===== config.mk =====
export PLATFORM = sky130hd
export DESIGN_NAME = lite_test_sequencer
export DESIGN_NICKNAME = d
export VERILOG_FILES = /design/src/rtl/lts_pkg.sv /design/src/rtl/lts_rom.sv /design/src/rtl/lts_bus_port.sv /design/src/rtl/lts_scorer.sv /design/src/rtl/lite_test_sequencer.sv
export SDC_FILE = /design/constraint.sdc
export NUM_CORES = 1
export LEC_CHECK = 0
export BUFFER_PORTS_ARGS = -buffer_cell sky130_fd_sc_hd__buf_2
export CAP_MARGIN = 20
export CORE_ASPECT_RATIO = 0.8
export CORE_MARGIN = 2
export CORE_UTILIZATION = 30
export DETAILED_ROUTE_END_ITERATION = 7
export GPL_ROUTABILITY_DRIVEN = 1
export GPL_TIMING_DRIVEN = 0
export PLACE_DENSITY = 0.82
export REMOVE_ABC_BUFFERS = 1
export SETUP_SLACK_MARGIN = 0.15
export SYNTH_ARGS = -nofsm -noshare
export SYNTH_HDL_FRONTEND = slang
export SYNTH_SLANG_ARGS = --single-unit

===== constraint.sdc =====
create_clock -name clk -period 0.8 [get_ports clk]
set_input_delay 0.08 -clock clk [delete_from_list [all_inputs] [get_ports clk]]
set_output_delay 0.08 -clock clk [all_outputs]
set_load 0.01 [all_outputs]

===== src/rtl/lts_pkg.sv =====
package lts_pkg;

  localparam logic [1:0] RESP_OKAY = 2'b00;

  // control word layout; bit positions are decoded by the sequencer
  typedef struct packed {
    logic [13:0] rsv;       // must be zero
    logic        count_en;  // failure counts as an error
    logic        is_write;  // 1 write, 0 read
    logic [7:0]  go_pass;   // next entry on success
    logic [7:0]  go_fail;   // next entry on failure
  } ctrl_t;

  typedef enum logic [1:0] {
    ST_PICK  = 2'd0,
    ST_BUSY  = 2'd1,
    ST_FINAL = 2'd2
  } seq_state_t;

  function automatic logic ctrl_legal(ctrl_t c);
    return c.rsv == '0;
  endfunction

endpackage


===== src/rtl/lts_rom.sv =====
module lts_rom
  import lts_pkg::*;
#(
  parameter int DEPTH  = 16,
  parameter int ADDR_W = 32,
  parameter int DATA_W = 32,
  parameter int IDX_W  = $clog2(DEPTH),
  parameter logic [DEPTH*ADDR_W-1:0] P_ADDR = '1,
  parameter logic [DEPTH*DATA_W-1:0] P_DATA = '0,
  parameter logic [DEPTH*32-1:0]     P_CTRL = '0,
  parameter logic [DEPTH*DATA_W-1:0] P_MASK = '0
) (
  input  logic [IDX_W-1:0]  idx,
  output logic [ADDR_W-1:0] rd_addr,
  output logic [DATA_W-1:0] rd_data,
  output ctrl_t             rd_ctrl,
  output logic [DATA_W-1:0] rd_mask
);

  logic [ADDR_W-1:0] a_arr [DEPTH];
  logic [DATA_W-1:0] d_arr [DEPTH];
  ctrl_t             c_arr [DEPTH];
  logic [DATA_W-1:0] m_arr [DEPTH];

  for (genvar i = 0; i < DEPTH; i++) begin : g_ent
    assign a_arr[i] = P_ADDR[i*ADDR_W +: ADDR_W];
    assign d_arr[i] = P_DATA[i*DATA_W +: DATA_W];
    assign c_arr[i] = ctrl_t'(P_CTRL[i*32 +: 32]);
    assign m_arr[i] = P_MASK[i*DATA_W +: DATA_W];
  end

  assign rd_addr = a_arr[idx];
  assign rd_data = d_arr[idx];
  assign rd_ctrl = c_arr[idx];
  assign rd_mask = m_arr[idx];

endmodule


===== src/rtl/lts_bus_port.sv =====
module lts_bus_port
  import lts_pkg::*;
#(
  parameter int ADDR_W = 32,
  parameter int DATA_W = 32,
  parameter int STRB_W = DATA_W / 8
) (
  input  logic              clk,
  input  logic              rst_n,
  input  logic              start,
  input  logic              op_write,
  input  logic [ADDR_W-1:0] op_addr,
  input  logic [DATA_W-1:0] op_data,
  output logic              fin,
  output logic              fin_ok,
  output logic [DATA_W-1:0] fin_rdata,
  output logic [ADDR_W-1:0] m_awaddr,
  output logic              m_awvalid,
  input  logic              m_awready,
  output logic [DATA_W-1:0] m_wdata,
  output logic [STRB_W-1:0] m_wstrb,
  output logic              m_wvalid,
  input  logic              m_wready,
  input  logic [1:0]        m_bresp,
  input  logic              m_bvalid,
  output logic              m_bready,
  output logic [ADDR_W-1:0] m_araddr,
  output logic              m_arvalid,
  input  logic              m_arready,
  input  logic [DATA_W-1:0] m_rdata,
  input  logic [1:0]        m_rresp,
  input  logic              m_rvalid,
  output logic              m_rready
);

  logic [ADDR_W-1:0] addr_q;
  logic [DATA_W-1:0] wdata_q, rdata_q;
  logic awv_q, wv_q, brdy_q, arv_q, rrdy_q, fin_q, ok_q;

  // handshake events, named for the assertions
  logic aw_fire, w_fire, b_fire, ar_fire, r_fire;
  assign aw_fire = awv_q  && m_awready;
  assign w_fire  = wv_q   && m_wready;
  assign b_fire  = brdy_q && m_bvalid;
  assign ar_fire = arv_q  && m_arready;
  assign r_fire  = rrdy_q && m_rvalid;

  always_ff @(posedge clk or negedge rst_n) begin
    if (!rst_n) begin
      addr_q  <= '0;
      wdata_q <= '0;
      rdata_q <= '0;
      awv_q   <= 1'b0;
      wv_q    <= 1'b0;
      brdy_q  <= 1'b0;
      arv_q   <= 1'b0;
      rrdy_q  <= 1'b0;
      fin_q   <= 1'b0;
      ok_q    <= 1'b0;
    end else begin
      fin_q <= 1'b0;
      if (start) begin
        addr_q  <= op_addr;
        wdata_q <= op_data;
        if (op_write) begin
          awv_q  <= 1'b1;
          wv_q   <= 1'b1;
          brdy_q <= 1'b1;
        end else begin
          arv_q  <= 1'b1;
          rrdy_q <= 1'b1;
        end
      end
      if (aw_fire) awv_q <= 1'b0;
      if (w_fire)  wv_q  <= 1'b0;
      if (ar_fire) arv_q <= 1'b0;
      if (b_fire) begin
        brdy_q  <= 1'b0;
        fin_q   <= 1'b1;
        ok_q    <= (m_bresp == RESP_OKAY);
        rdata_q <= '0;
      end
      if (r_fire) begin
        rrdy_q  <= 1'b0;
        fin_q   <= 1'b1;
        ok_q    <= (m_rresp == RESP_OKAY);
        rdata_q <= m_rdata;
      end
    end
  end

  assign m_awaddr  = addr_q;
  assign m_araddr  = addr_q;
  assign m_wdata   = wdata_q;
  assign m_wstrb   = '1;
  assign m_awvalid = awv_q;
  assign m_wvalid  = wv_q;
  assign m_bready  = brdy_q;
  assign m_arvalid = arv_q;
  assign m_rready  = rrdy_q;
  assign fin       = fin_q;
  assign fin_ok    = ok_q;
  assign fin_rdata = rdata_q;

  p_aw_hold_r10: assert property (@(posedge clk) disable iff (!rst_n)
    m_awvalid && !m_awready |=> m_awvalid && $stable(m_awaddr));
  p_w_hold_r10: assert property (@(posedge clk) disable iff (!rst_n)
    m_wvalid && !m_wready |=> m_wvalid && $stable(m_wdata));
  p_ar_hold_r10: assert property (@(posedge clk) disable iff (!rst_n)
    m_arvalid && !m_arready |=> m_arvalid && $stable(m_araddr));
  p_one_kind_r10: assert property (@(posedge clk) disable iff (!rst_n)
    !(m_awvalid && m_arvalid));
  p_no_start_busy_r10: assert property (@(posedge clk) disable iff (!rst_n)
    start |-> !(m_bready || m_rready));

endmodule


===== src/rtl/lts_scorer.sv =====
module lts_scorer #(
  parameter int DATA_W = 32,
  parameter int ERR_W  = 16
) (
  input  logic              clk,
  input  logic              rst_n,
  input  logic              judge,
  input  logic              is_write,
  input  logic              count_en,
  input  logic              resp_ok,
  input  logic [DATA_W-1:0] rdata,
  input  logic [DATA_W-1:0] expect_data,
  input  logic [DATA_W-1:0] mask,
  output logic              pass,
  output logic [ERR_W-1:0]  err_count
);

  function automatic logic f_match(logic [DATA_W-1:0] got,
                                   logic [DATA_W-1:0] want,
                                   logic [DATA_W-1:0] sel);
    return ((got ^ want) & sel) == '0;
  endfunction

  function automatic logic [ERR_W-1:0] f_sat_inc(logic [ERR_W-1:0] v);
    return (&v) ? v : v + 1'b1;
  endfunction

  logic [ERR_W-1:0] err_q;
  logic fail_evt, err_bump;

  assign pass     = resp_ok && (is_write || f_match(rdata, expect_data, mask));
  assign fail_evt = judge && !pass;
  assign err_bump = fail_evt && count_en;

  always_ff @(posedge clk or negedge rst_n) begin
    if (!rst_n) err_q <= '0;
    else if (err_bump) err_q <= f_sat_inc(err_q);
  end

  assign err_count = err_q;

  p_err_sat_r7: assert property (@(posedge clk) disable iff (!rst_n)
    (&err_count) |=> (&err_count));
  p_err_step_r6: assert property (@(posedge clk) disable iff (!rst_n)
    1'b1 |=> (err_count == $past(err_count)) || (err_count == $past(err_count) + 1'b1));
  p_err_quiet_r6: assert property (@(posedge clk) disable iff (!rst_n)
    !judge |=> $stable(err_count));

endmodule


===== src/rtl/lite_test_sequencer.sv =====
module lite_test_sequencer
  import lts_pkg::*;
#(
  parameter int DEPTH  = 16,
  parameter int ADDR_W = 32,
  parameter int DATA_W = 32,
  parameter int ERR_W  = 16,
  parameter logic [DEPTH*ADDR_W-1:0] P_ADDR = '1,
  parameter logic [DEPTH*DATA_W-1:0] P_DATA = '0,
  parameter logic [DEPTH*32-1:0]     P_CTRL = '0,
  parameter logic [DEPTH*DATA_W-1:0] P_MASK = '0
) (
  input  logic                clk,
  input  logic                rst_n,
  output logic [ADDR_W-1:0]   m_awaddr,
  output logic                m_awvalid,
  input  logic                m_awready,
  output logic [DATA_W-1:0]   m_wdata,
  output logic [DATA_W/8-1:0] m_wstrb,
  output logic                m_wvalid,
  input  logic                m_wready,
  input  logic [1:0]          m_bresp,
  input  logic                m_bvalid,
  output logic                m_bready,
  output logic [ADDR_W-1:0]   m_araddr,
  output logic                m_arvalid,
  input  logic                m_arready,
  input  logic [DATA_W-1:0]   m_rdata,
  input  logic [1:0]          m_rresp,
  input  logic                m_rvalid,
  output logic                m_rready,
  output logic                done,
  output logic                status,
  output logic [ERR_W-1:0]    err_count
);

  localparam int IDX_W = (DEPTH > 1) ? $clog2(DEPTH) : 1;

  function automatic logic [IDX_W-1:0] f_wrap(logic [7:0] t);
    return IDX_W'({1'b0, t} % 9'(DEPTH));
  endfunction

  seq_state_t        state_q;
  logic [IDX_W-1:0]  idx_q;
  logic              ent_wr_q, ent_cnt_q;
  logic [7:0]        ent_pass_q, ent_fail_q;
  logic [DATA_W-1:0] ent_exp_q, ent_mask_q;
  logic              status_q;

  logic [ADDR_W-1:0] rom_addr;
  logic [DATA_W-1:0] rom_data, rom_mask;
  ctrl_t             rom_ctrl;

  logic              fin, fin_ok, pass;
  logic [DATA_W-1:0] fin_rdata;

  // internal events, named for the assertions
  logic at_pick, is_nop, is_bad, launch, judge;
  logic [IDX_W-1:0] next_idx;

  lts_rom #(
    .DEPTH(DEPTH), .ADDR_W(ADDR_W), .DATA_W(DATA_W), .IDX_W(IDX_W),
    .P_ADDR(P_ADDR), .P_DATA(P_DATA), .P_CTRL(P_CTRL), .P_MASK(P_MASK)
  ) u_rom (
    .idx(idx_q), .rd_addr(rom_addr), .rd_data(rom_data),
    .rd_ctrl(rom_ctrl), .rd_mask(rom_mask)
  );

  assign at_pick  = (state_q == ST_PICK);
  assign is_nop   = (rom_addr == '1);
  assign is_bad   = !ctrl_legal(rom_ctrl);
  assign launch   = at_pick && !is_nop && !is_bad;
  assign judge    = (state_q == ST_BUSY) && fin;
  assign next_idx = pass ? f_wrap(ent_pass_q) : f_wrap(ent_fail_q);

  lts_bus_port #(.ADDR_W(ADDR_W), .DATA_W(DATA_W)) u_port (
    .clk(clk), .rst_n(rst_n),
    .start(launch), .op_write(rom_ctrl.is_write),
    .op_addr(rom_addr), .op_data(rom_data),
    .fin(fin), .fin_ok(fin_ok), .fin_rdata(fin_rdata),
    .m_awaddr(m_awaddr), .m_awvalid(m_awvalid), .m_awready(m_awready),
    .m_wdata(m_wdata), .m_wstrb(m_wstrb), .m_wvalid(m_wvalid), .m_wready(m_wready),
    .m_bresp(m_bresp), .m_bvalid(m_bvalid), .m_bready(m_bready),
    .m_araddr(m_araddr), .m_arvalid(m_arvalid), .m_arready(m_arready),
    .m_rdata(m_rdata), .m_rresp(m_rresp), .m_rvalid(m_rvalid), .m_rready(m_rready)
  );

  lts_scorer #(.DATA_W(DATA_W), .ERR_W(ERR_W)) u_score (
    .clk(clk), .rst_n(rst_n), .judge(judge),
    .is_write(ent_wr_q), .count_en(ent_cnt_q), .resp_ok(fin_ok),
    .rdata(fin_rdata), .expect_data(ent_exp_q), .mask(ent_mask_q),
    .pass(pass), .err_count(err_count)
  );

  always_ff @(posedge clk or negedge rst_n) begin
    if (!rst_n) begin
      state_q    <= ST_PICK;
      idx_q      <= '0;
      ent_wr_q   <= 1'b0;
      ent_cnt_q  <= 1'b0;
      ent_pass_q <= '0;
      ent_fail_q <= '0;
      ent_exp_q  <= '0;
      ent_mask_q <= '0;
      status_q   <= 1'b0;
    end else begin
      case (state_q)
        ST_PICK: begin
          if (is_nop) begin
            state_q  <= ST_FINAL;
            status_q <= (err_count == '0);
          end else if (is_bad) begin
            state_q  <= ST_FINAL;
            status_q <= 1'b0;
          end else begin
            ent_wr_q   <= rom_ctrl.is_write;
            ent_cnt_q  <= rom_ctrl.count_en;
            ent_pass_q <= rom_ctrl.go_pass;
            ent_fail_q <= rom_ctrl.go_fail;
            ent_exp_q  <= rom_data;
            ent_mask_q <= rom_mask;
            state_q    <= ST_BUSY;
          end
        end
        ST_BUSY: begin
          if (judge) begin
            idx_q   <= next_idx;
            state_q <= ST_PICK;
          end
        end
        default: ;
      endcase
    end
  end

  assign done   = (state_q == ST_FINAL);
  assign status = status_q;

  p_done_hold_r2: assert property (@(posedge clk) disable iff (!rst_n)
    done |=> done && $stable(err_count) && $stable(status));
  p_nop_silent_r2: assert property (@(posedge clk) disable iff (!rst_n)
    at_pick && is_nop |=> !m_awvalid && !m_arvalid && done);
  p_halt_flag_r9: assert property (@(posedge clk) disable iff (!rst_n)
    at_pick && !is_nop && is_bad |=> done && !status && !m_awvalid && !m_arvalid);
  p_bus_idle_done_r9: assert property (@(posedge clk) disable iff (!rst_n)
    done |-> !m_awvalid && !m_wvalid && !m_arvalid);
  p_status_clean_r8: assert property (@(posedge clk) disable iff (!rst_n)
    done && status |-> err_count == '0);

endmodule


==> results_dict.tcl <==
set metrics [dict create \
    cts_buffers 3 \
    hold-path-cell-count 2 \
    use_met3_pct 2.61 \
    fin_setup_tns_ns -0.0498 \
    die_w_um 71.9 \
    overflow 0 \
    first_global_vias 208 \
    num_io_pins 166 \
    synth_cells 130 \
    power_density_nw_per_um2 1220 \
    ys_types 4 \
    slowest_stage "dfrtp_1" \
    hp-class "in2reg" \
    antenna_found_initial 0 \
    critPathRequiredTime_ns 0.72 \
    stdcell_count 190 \
    rrSetupSlack_ns 0.10 \
    clock-root-buffer "clkbuf_8" \
    core_sq_um 3470 \
    cp_cell_sequence "buf_2" \
    clock_latency_ns 0.22 \
    drc_errors 0 \
    synth.avg_cell_area_sq_um 8.50 \
    cp_max_fo 2 \
    drv_slew 0 \
    clock.fmax_ghz 1.23 \
    power_leakage_nw 0.574 \
    die_area_sq_um 4190 \
    ant_nets 0 \
    rsz0062_at_grt "yes" \
    h-tree-depth 1 \
    first_iter_violations 5 \
    netlist_area_sq_um 1100 \
    min_to "u_port.m_rready" \
    hold_viol_final 0 \
    violations "negative setup slack" \
    gp_routability_congestion 0.695 \
    n_antenna_cell 0 \
    final_common_cell "conb_1" \
    grt_first_pass_wirelength_um 862 \
    start_util_pct 31.8 \
    firstDrtPassIters 2 \
    use_met1_pct 1.37 \
    areaGrowthSynthToFinish_pct -22.8 \
    cts_tree "yes" \
    grt_start_max_net_pins 7 \
    clk_pin_slew_ns 0.04 \
    vias 439 \
    grtUsageTotal_pct 3.07 \
    grt.busiest_layer "met2" \
    viasPerCell 2.31 \
    die_y_um 58.3 \
    wirelength_um 1050 \
    mostFrequentLayoutCells "conb_1 (117), buf_2 (13), dfrtp_1 (6)" \
    io_buffers 13 \
    clk_path_buf_depth 2 \
    critical_path_class "reg2out" \
    worstPathArrival_ns 0.74 \
    clock_sinks 6 \
    final_nets 193 \
    crit_path_start_kind "register" \
    hp-start "m_rvalid" \
    endpoint_kind "primary output" \
    yosysSeqAreaShare_pct 13.6 \
    hpwl_um 962 \
    timing.final.crit_share_pct 102 \
    ir_worst_vdd_v 0.000419 \
    period_minus_slack_ns 0.816 \
    r2r-end "u_port.m_arvalid" \
    synth-seq-cells 6 \
    row_count 19 \
    drive_gt1_share_pct 16.2 \
    grt_use_met2_pct 6.22 \
    r2r_start "u_port.m_arvalid" \
    status "finished with violations" \
    reg2reg_depth 2 \
    critPathMaxStageDelay_ns 0.37 \
    dpl.cell_count 183 \
    setup_ws_ns -0.0156 \
    fin_skew_ns 0 \
    yosys_warnings 0 \
    cap_violations 0 \
    wl_per_cell_um 5.51 \
    cp_num_buf_inv 1 \
    crit_family "flip-flops" \
    setup_viol 5 \
]
## per-stage QoR
| stage | setup WS (ns) | total power [mW] | util, % | hold WS [ns] | cell area (sq um) |
|---|---|---|---|---|---|
| after global placement | 0.216 | 0.582 | 22.4 | -0.0929 | 776 |
| after detailed placement | 0.205 | 0.583 | 22.4 | -0.0889 | 776 |
| final | -0.0156 | 1.04 | 24.6 | 0.0309 | 853 |
| after floorplan | 0.168 | 0.552 | - | -0.216 | 658 |
| after CTS | -0.0261 | 1.05 | 24.5 | 0.0239 | 850 |
| after global routing | -0.0450 | 1.12 | 24.6 | 0.0219 | 853 |
## worst max path at each step
stage / slack [ns] / depth (start not counted) / end / start
after floorplan: 0.17 / 1 / u_port.m_arvalid / u_port.m_arvalid
after global placement: 0.22 / 1 / u_port.m_awvalid / u_port.m_awvalid
after detailed placement: 0.20 / 1 / u_port.m_arvalid / u_port.m_arvalid
after CTS: -0.03 / 1 / status / status
after global routing: -0.04 / 1 / m_arvalid / u_port.m_arvalid
final: -0.02 / 1 / m_awvalid / u_port.m_awvalid
## layout make-up
cell class	count	area, sq um
Fill cell	401	2620
Multi-Input combinational cell	122	508
Sequential cell	6	150
Timing Repair Buffer	17	101
Tap cell	42	52.6
Clock buffer	3	41.3
## where the power goes
group / switching [mW] / internal, mW
Sequential: 0.00137 / 0.308
Combinational: 0.271 / 0.0174
Clock: 0.122 / 0.322
## flip-flops by register name (all words and copies together) (netlist names)
register and count:
u_port.m_arvalid 1, u_port.m_awvalid 1, status 1, u_port.m_bready 1, u_port.m_rready 1, u_port.m_wvalid 1
## cell usage after synthesis, drive strengths merged
cell type / n / share of area [%]
nor2b: 5 / 6.2
dfrtp: 6 / 14
conb: 2 / 0.68
buf: 117 / 80
## layer usage
layer,share of wire [%],vias up
met5,0,-
li1,-,190
met3,17,0
met1,16,198
met4,0,0
met2,67,51
## what timing repair did
item / CTS / global route
gates resized for setup: 0 / 1
setup endpoints to repair: 7 / 10
hold endpoints to repair: 6 / 0
hold buffers: 1 / 0
buffers inserted: 3 / 0
## cell families (layout without fill, tap and decap cells)
logic type	after synthesis	count (layout)	synth area share, %
DFF	6	6	13.6
other	2	117	0.680
and+or+nand+nor	5	5	6.23
buffers and inverters	117	20	79.5
(Power assumes the default switching activity.)
